<file path="config.mk">
export PLATFORM = sky130hd
export DESIGN_NAME = page_sequencer
export DESIGN_NICKNAME = d
export VERILOG_FILES = /design/src/rtl/pgseq_pkg.sv /design/src/rtl/pgseq_timer.sv /design/src/rtl/pgseq_ctrl.sv /design/src/rtl/pgseq_mux.sv /design/src/rtl/page_sequencer.sv
export SDC_FILE = /design/constraint.sdc
export NUM_CORES = 1
export LEC_CHECK = 0
export CORE_AREA = 2 2 265 267
export CTS_BUF_LIST = sky130_fd_sc_hd__clkbuf_8
export DETAILED_ROUTE_END_ITERATION = 7
export DIE_AREA = 0 0 267 269
export DONT_BUFFER_PORTS = 1
export PLACE_DENSITY_LB_ADDON = 0.1
export SYNTH_ARGS = -nofsm -noshare
export SYNTH_HDL_FRONTEND = slang
export SYNTH_SLANG_ARGS = --single-unit
</file>
<file path="constraint.sdc">
create_clock -name clk_i -period 9.35 [get_ports clk_i]
set_clock_uncertainty 0.05 [all_clocks]
set_input_delay 0.4675 -clock clk_i [delete_from_list [all_inputs] [get_ports clk_i]]
set_output_delay 0.4675 -clock clk_i [all_outputs]
set_load 0.05 [all_outputs]
</file>
<file path="src/rtl/pgseq_pkg.sv">
package pgseq_pkg;
  typedef enum logic [1:0] {
    CMB_PASS = 2'b00,
    CMB_AND  = 2'b01,
    CMB_OR   = 2'b10,
    CMB_XOR  = 2'b11
  } cmb_mode_e;

  localparam int unsigned PAGES_PER_PAIR = 2;
endpackage

</file>
<file path="src/rtl/pgseq_timer.sv">
module pgseq_timer #(
  parameter int unsigned TPU   = 16,
  parameter int unsigned PRD_W = 8
) (
  input  logic             clk_i,
  input  logic             rst_ni,
  input  logic             en_i,
  input  logic             tick_i,
  input  logic             restart_i,
  input  logic [PRD_W-1:0] period_i,
  output logic             done_o
);
  localparam int unsigned SUB_W = (TPU > 1) ? $clog2(TPU) : 1;

  logic [SUB_W-1:0] sub_q;
  logic [PRD_W-1:0] unit_q;
  logic             sub_last, unit_last, live;

  assign sub_last  = (sub_q == SUB_W'(TPU - 1));
  assign unit_last = (unit_q == period_i - 1'b1);
  assign live      = (period_i != '0);
  assign done_o    = en_i & tick_i & live & sub_last & unit_last;

  always_ff @(posedge clk_i or negedge rst_ni) begin
    if (!rst_ni) begin
      sub_q  <= '0;
      unit_q <= '0;
    end else if (restart_i || !en_i) begin
      sub_q  <= '0;
      unit_q <= '0;
    end else if (tick_i && live) begin
      if (sub_last) begin
        sub_q  <= '0;
        unit_q <= unit_q + 1'b1;
      end else begin
        sub_q <= sub_q + 1'b1;
      end
    end
  end
endmodule

</file>
<file path="src/rtl/pgseq_ctrl.sv">
module pgseq_ctrl #(
  parameter int unsigned NUM_PAIRS = 4,
  parameter int unsigned PRD_W     = 8,
  parameter int unsigned LOOP_W    = 8,
  localparam int unsigned PAIR_W   = (NUM_PAIRS > 1) ? $clog2(NUM_PAIRS) : 1
) (
  input  logic              clk_i,
  input  logic              rst_ni,
  input  logic              en_i,
  input  logic              done_i,
  input  logic [PRD_W-1:0]  prd_first_i,
  input  logic [PRD_W-1:0]  prd_second_i,
  input  logic [LOOP_W-1:0] loop_n_i,
  output logic [PAIR_W-1:0] pair_o,
  output logic              second_o,
  output logic              step_o
);
  logic [PAIR_W-1:0] pair_q, pair_inc;
  logic              second_q;
  logic [LOOP_W-1:0] loop_q;
  logic              empty_pair, cur_zero, adv;

  assign pair_inc   = (pair_q == PAIR_W'(NUM_PAIRS - 1)) ? '0 : pair_q + 1'b1;
  assign empty_pair = (prd_first_i == '0) && (prd_second_i == '0);
  assign cur_zero   = second_q ? (prd_second_i == '0) : (prd_first_i == '0);
  assign adv        = done_i | cur_zero;
  assign step_o     = !en_i | adv;

  always_ff @(posedge clk_i or negedge rst_ni) begin
    if (!rst_ni) begin
      pair_q   <= '0;
      second_q <= 1'b0;
      loop_q   <= '0;
    end else if (!en_i) begin
      pair_q   <= '0;
      second_q <= 1'b0;
      loop_q   <= '0;
    end else if (!second_q) begin
      if (empty_pair) begin
        pair_q <= pair_inc;
        loop_q <= '0;
      end else if (adv) begin
        second_q <= 1'b1;
      end
    end else if (adv) begin
      second_q <= 1'b0;
      if (loop_q < loop_n_i) begin
        loop_q <= loop_q + 1'b1;
      end else begin
        loop_q <= '0;
        pair_q <= pair_inc;
      end
    end
  end

  assign pair_o   = pair_q;
  assign second_o = second_q;

  assert_pair_order_R2: assert property (@(posedge clk_i) disable iff (!rst_ni)
    ($past(en_i) && pair_q != $past(pair_q)) |->
      (pair_q == (($past(pair_q) == PAIR_W'(NUM_PAIRS - 1)) ? '0 : PAIR_W'($past(pair_q) + 1'b1))));

  assert_loop_bound_R4: assert property (@(posedge clk_i) disable iff (!rst_ni)
    loop_q <= loop_n_i);

  assert_disable_home_R9: assert property (@(posedge clk_i) disable iff (!rst_ni)
    !en_i |=> (pair_q == '0 && !second_q && loop_q == '0));
endmodule

</file>
<file path="src/rtl/pgseq_mux.sv">
module pgseq_mux
  import pgseq_pkg::*;
#(
  parameter int unsigned NUM_PAIRS = 4,
  parameter int unsigned PAGE_W    = 64,
  localparam int unsigned PAIR_W   = (NUM_PAIRS > 1) ? $clog2(NUM_PAIRS) : 1
) (
  input  logic [NUM_PAIRS*PAGES_PER_PAIR*PAGE_W-1:0] pages_i,
  input  logic [NUM_PAIRS*2-1:0]                     modes_i,
  input  logic [PAIR_W-1:0]                          pair_i,
  input  logic                                       second_i,
  output logic [PAGE_W-1:0]                          frame_o
);
  logic [PAGE_W-1:0] pg_a [NUM_PAIRS];
  logic [PAGE_W-1:0] pg_b [NUM_PAIRS];
  cmb_mode_e         mode [NUM_PAIRS];

  for (genvar j = 0; j < NUM_PAIRS; j++) begin : g_pair
    assign pg_a[j] = pages_i[(2*j)*PAGE_W +: PAGE_W];
    assign pg_b[j] = pages_i[(2*j+1)*PAGE_W +: PAGE_W];
    assign mode[j] = cmb_mode_e'(modes_i[2*j +: 2]);
  end

  logic [PAGE_W-1:0] a_sel, b_sel;
  cmb_mode_e         m_sel;

  assign a_sel = pg_a[pair_i];
  assign b_sel = pg_b[pair_i];
  assign m_sel = mode[pair_i];

  always_comb begin
    if (!second_i) begin
      frame_o = a_sel;
    end else begin
      unique case (m_sel)
        CMB_AND: frame_o = a_sel & b_sel;
        CMB_OR:  frame_o = a_sel | b_sel;
        CMB_XOR: frame_o = a_sel ^ b_sel;
        default: frame_o = b_sel;
      endcase
    end
  end
endmodule

</file>
<file path="src/rtl/page_sequencer.sv">
module page_sequencer
  import pgseq_pkg::*;
#(
  parameter int unsigned NUM_PAIRS      = 4,
  parameter int unsigned PAGE_W         = 64,
  parameter int unsigned PRD_W          = 8,
  parameter int unsigned LOOP_W         = 8,
  parameter int unsigned TICKS_PER_UNIT = 16,
  localparam int unsigned NUM_PAGES     = NUM_PAIRS * PAGES_PER_PAIR,
  localparam int unsigned PAIR_W        = (NUM_PAIRS > 1) ? $clog2(NUM_PAIRS) : 1
) (
  input  logic                          clk_i,
  input  logic                          rst_ni,
  input  logic                          enable_i,
  input  logic                          scan_tick_i,
  input  logic [NUM_PAGES*PAGE_W-1:0]   page_data_i,
  input  logic [NUM_PAGES*PRD_W-1:0]    period_i,
  input  logic [NUM_PAIRS*LOOP_W-1:0]   loop_cnt_i,
  input  logic [NUM_PAIRS*2-1:0]        comb_mode_i,
  output logic [PAIR_W:0]               cur_page_o,
  output logic [PAGE_W-1:0]             frame_o
);
  logic [PRD_W-1:0]  prd_arr  [NUM_PAGES];
  logic [LOOP_W-1:0] loop_arr [NUM_PAIRS];

  for (genvar k = 0; k < NUM_PAGES; k++) begin : g_prd
    assign prd_arr[k] = period_i[k*PRD_W +: PRD_W];
  end
  for (genvar j = 0; j < NUM_PAIRS; j++) begin : g_loop
    assign loop_arr[j] = loop_cnt_i[j*LOOP_W +: LOOP_W];
  end

  logic [PAIR_W-1:0] pair;
  logic              second, step, done;
  logic [PAIR_W:0]   page_idx;
  logic [PRD_W-1:0]  cur_prd;
  logic [PAGE_W-1:0] mux_frame, frame_q;

  assign page_idx = {pair, second};
  assign cur_prd  = prd_arr[page_idx];

  pgseq_timer #(.TPU(TICKS_PER_UNIT), .PRD_W(PRD_W)) u_timer (
    .clk_i     (clk_i),
    .rst_ni    (rst_ni),
    .en_i      (enable_i),
    .tick_i    (scan_tick_i),
    .restart_i (step),
    .period_i  (cur_prd),
    .done_o    (done)
  );

  pgseq_ctrl #(.NUM_PAIRS(NUM_PAIRS), .PRD_W(PRD_W), .LOOP_W(LOOP_W)) u_ctrl (
    .clk_i        (clk_i),
    .rst_ni       (rst_ni),
    .en_i         (enable_i),
    .done_i       (done),
    .prd_first_i  (prd_arr[{pair, 1'b0}]),
    .prd_second_i (prd_arr[{pair, 1'b1}]),
    .loop_n_i     (loop_arr[pair]),
    .pair_o       (pair),
    .second_o     (second),
    .step_o       (step)
  );

  pgseq_mux #(.NUM_PAIRS(NUM_PAIRS), .PAGE_W(PAGE_W)) u_mux (
    .pages_i  (page_data_i),
    .modes_i  (comb_mode_i),
    .pair_i   (pair),
    .second_i (second),
    .frame_o  (mux_frame)
  );

  // hold last frame across skipped pages
  always_ff @(posedge clk_i or negedge rst_ni) begin
    if (!rst_ni)              frame_q <= '0;
    else if (cur_prd != '0)   frame_q <= mux_frame;
  end

  assign frame_o    = frame_q;
  assign cur_page_o = page_idx;

  assert_tick_gated_R1: assert property (@(posedge clk_i) disable iff (!rst_ni)
    ($past(enable_i) && $past(cur_prd) != '0 && !$past(scan_tick_i)) |->
      (page_idx == $past(page_idx)));

  assert_skip_holds_R6: assert property (@(posedge clk_i) disable iff (!rst_ni)
    (cur_prd == '0) |=> $stable(frame_q));
endmodule

</file>
==> implementation parameters <==
Parameter                              Value

Final layout
  Final net count    around 2.0k
  Ratio of cells with drive above 1 in the final layout    around 16%
  Area added between synthesis and finish    8.84%
  Area taken by flip-flops and latches    0.00219 sq mm
  Multi-input gate area in the final layout    0.00933 sq mm
  N_diodes    0
  Fill cell instance count of the final layout    7,545

Global route
  All-layer global routing usage    13.0%
  Wire length of the first global-routing pass    between 60,000 and 70,000 um
  Number of antenna violations at the first check in global routing    9
  Vias in the first global route    approximately 10k
  Pin count of the biggest net entering global routing    97
  Remaining Overflow, GRT    0

Synthesis
  Number of synthesized register bits    87
  Sequential area share after synthesis    17.5%
  Area contributors post-synth    sky130_fd_sc_hd__mux4_2 28%, sky130_fd_sc_hd__dfrtp_1 17%, sky130_fd_sc_hd__ha_1 14%
  Post-synth top flop    sky130_fd_sc_hd__dfrtp_1
  Area leader, netlist    sky130_fd_sc_hd__mux4_2
  Share of flip-flops with an asynchronous set or reset after synthesis    100%
  Mapped Cells    1,332
  Dominant cell by count in the synthesized netlist    sky130_fd_sc_hd__nand2_1
  Yosys synthesis warning count    0
  Cell area after synthesis    0.0125 sq mm
  Post-synthesis average cell area    9.37 sq um
  Area fraction of the dominant cell type after synthesis    around 28%
  Number of flops mapped to enable cells by yosys    0
  Synth cell count leaders    223 x sky130_fd_sc_hd__nand2_1, 155 x sky130_fd_sc_hd__mux4_2, 142 x sky130_fd_sc_hd__inv_1
  Net count after synthesis    2,093
  Number of distinct standard cells referenced by the synthesized netlist    52

CTS
  Total CTS buffers    9
  CTS sink cnt    87
  Post-CTS clock slew at the launch and capture registers of the worst setup and hold paths    0.11 ns
  Maximum root-to-sink buffer count    2
  TritonCTS clock tree    done
  Number of gates given a new drive strength after cts    0
  Buffer type at the clock tree root    sky130_fd_sc_hd__clkbuf_8
  Hold_buf cts    2
  Maximum level of the CTS H-tree    3
  Clock latency reported for the late side of the worst-skew pair    around 0.43 ns
  Buffers inserted during post-CTS setup optimization    0

Worst hold path
  Worst min-delay path startpoint    enable_i
  Number of cells on the worst hold path    2
  Capture endpoint of the worst hold path    u_ctrl.pair_o[1]$_DFFE_PN0P_
  Class of the tightest hold or removal check    input pin to register

Drt
  Average detailed-routed wire length per instance    roughly 22 um
  Vias post-DR    a little over 10k
  Wire length after detailed routing    between 40,000 and 50,000 um
  First DRT Iteration DRCs    around 500
  First drt pass iteration count    4
  Via-per-instance ratio    4.65
  DRC    0
  Count of nets left with antenna violations after detail routing    0

Timing
  Maximum frequency from static timing analysis    203 MHz
  Number of max-slew violations in the final report    0
  Worst rel slew slack    a little under a quarter
  Fin crit period    roughly 5 ns
  PnR worst setup slack    4.41 ns
  Measured slew at the worst slew-check pin    1.15 ns
  Number of hold violations in the final report    0
  Aggregate negative setup slack    0 ns
  Period Utilization, post-route    52.8%
  # setup viols final    0
  RSZ-0062 raised after global routing    no

Run
  Max-capacitance violation count    0

Floorplanning
  Placeable core region    0.0693 sq mm
  Total Die Area    between 0.07 and 0.08 sq mm
  Number of placement rows    97
  Count of boundary I/O pins    687
  Die extent in y    269 um
  Initial Util    around 18%
  Horizontal die dimension    267 um

Critical path
  Reg-to-reg endpoint    frame_o[51]$_DFFE_PN0N_
  Capturing element type of the critical path    register
  R2r startpoint    u_ctrl.second_o$_DFF_PN0_
  Number of cell instances on the worst register-to-register path    8
  Flop2flop setup slack    4.41 ns
  Required time of the critical path    roughly 9.6 ns
  CP Max Fanout    64
  Worst endpoint data arrival time    ~5.2 ns
  Setup crit start kind    register
  Kind of critical path    register to register

Placed design
  Estimated wirelength of the detail-placed design    38,400 um
  Port buffer count    0
  Pre-CTS setup slack    4.30 ns
  Final GP Congestion    0.896

Pwr
  Switching portion of total power    57.5%
  Psw    2330 uW
  Logic pwr share    60.6%
  Total leakage power    ~0.0051 uW
  Internal Pwr Total    1720 uW
  Total power density per cell area    298 mW/mm^2
  Sequential Power Share    between 30% and 40%
  Proportion of power drawn by the clock network    8.2%
  Peak VDD IR    around 0.16 mV

Outcome
  Status    complete, no violations
==> worst max-delay path by stage <==
stage                                       startpoint                            to  slack (ns)
final                        u_ctrl.second_o$_DFF_PN0_       frame_o[51]$_DFFE_PN0N_        4.41
after global placement       u_ctrl.second_o$_DFF_PN0_       frame_o[58]$_DFFE_PN0N_        4.38
after floorplan           u_ctrl.pair_o[0]$_DFFE_PN0P_  u_ctrl.pair_o[0]$_DFFE_PN0P_        4.85
after detailed placement     u_ctrl.second_o$_DFF_PN0_       frame_o[58]$_DFFE_PN0N_        4.30
after CTS                    u_ctrl.second_o$_DFF_PN0_       frame_o[51]$_DFFE_PN0N_        4.29
after global routing         u_ctrl.second_o$_DFF_PN0_        frame_o[0]$_DFFE_PN0N_        3.97
==> cell families after synthesis <==
logic type	after synthesis	share of synthesized area (%)
xor+xnor	14	0.983
buf+inv	250	7.89
flops	87	17.5
fa+ha+maj	141	14.1
mux	237	34.8
compound gates	235	12.4
simple gates	368	12.3
==> worst max-delay path: stages, from the launching register on <==
cell	delay, ns
sky130_fd_sc_hd__dfrtp_4	0.70
sky130_fd_sc_hd__buf_4	0.62
sky130_fd_sc_hd__mux4_2	0.60
sky130_fd_sc_hd__mux2i_1	0.46
sky130_fd_sc_hd__nand4_1	0.38
sky130_fd_sc_hd__nor2_4	0.66
sky130_fd_sc_hd__buf_4	0.45
sky130_fd_sc_hd__buf_4	0.56
sky130_fd_sc_hd__o21ai_0	0.20
==> layout make-up <==
type	instances	area share [%]
repair buffers	13	0.885
inverters	143	3.95
well taps	940	8.66
clock buffers	10	1.01
clock inverters	6	0.627
multi-input cells	995	68.7
flip-flops and latches	87	16.1
==> through the flow <==
step / hold slack (ns) / util, % / power, uW / cell area [sq um] / instances
5_1_grt: 0.0703 / 19.6 / 4510 / 13600 / 2194
4_1_cts: 0.0459 / 19.6 / 4180 / 13600 / 2194
6_report: 0.121 / 19.6 / 4050 / 13600 / 2194
3_3_place_gp: 0.125 / 19.2 / 3730 / 13300 / 2176
3_5_place_dp: 0.125 / 19.2 / 3800 / 13300 / 2176
2_1_floorplan: 0.122 / - / 3110 / 12500 / 1332
==> flip-flops by register name (all words and copies together), names as in the netlist <==
signal / cells
frame_o: 64
u_ctrl.loop_q: 8
u_timer.unit_q: 8
u_timer.sub_q: 4
u_ctrl.pair_o: 2
u_ctrl.second_o: 1
==> power groups by stage <==
stage,logic [uW],registers [uW],clock network [uW]
after global routing,2830,1310,372
after global placement,2430,1290,0
after detailed placement,2510,1290,0
final,2450,1260,333
after CTS,2530,1280,366
after floorplan,2030,1090,0
==> routing by layer <==
metal | global-route usage, % | vias up | wire, um | part of all wire, %
met4 | 2.95 | 0 | 767 | 1.6
met3 | 3.67 | 44 | 3590 | 7.4
met2 | 22.7 | 423 | 24400 | 50
li1 | - | 4690 | - | -
met5 | 0 | - | 0 | 0
met1 | 15.8 | 5035 | 20100 | 41
==> placed cells by master, fill, tap and decap left out, drive strengths merged, types with 2 or more instances in the layout <==
cell type  netlist  routed
nand2          223     223
mux4           155     155
inv            143     146
ha             141     141
dfrtp           87      87
nor2            83      83
mux2i           77      77
o21ai           75      75
a31oi           66      66
a211oi          66      66
nor4            18      18
buf             39      12
nand3           11      11
clkbuf          68      10
o211ai           8       8
xnor2            7       7
xor2             7       7
nand4            6       6
mux2             5       5
a21oi            5       5
and2             5       5
nor3             4       4
nor2b            4       4
nand2b           3       3
and3             3       3
o31ai            3       3
or3              3       3
a21boi           3       3
o21a             2       2
o22ai            2       2
and4             2       2
or2              2       2
bufinv           0       2
a2111oi          2       2
Power figures use the tool's default switching activity.
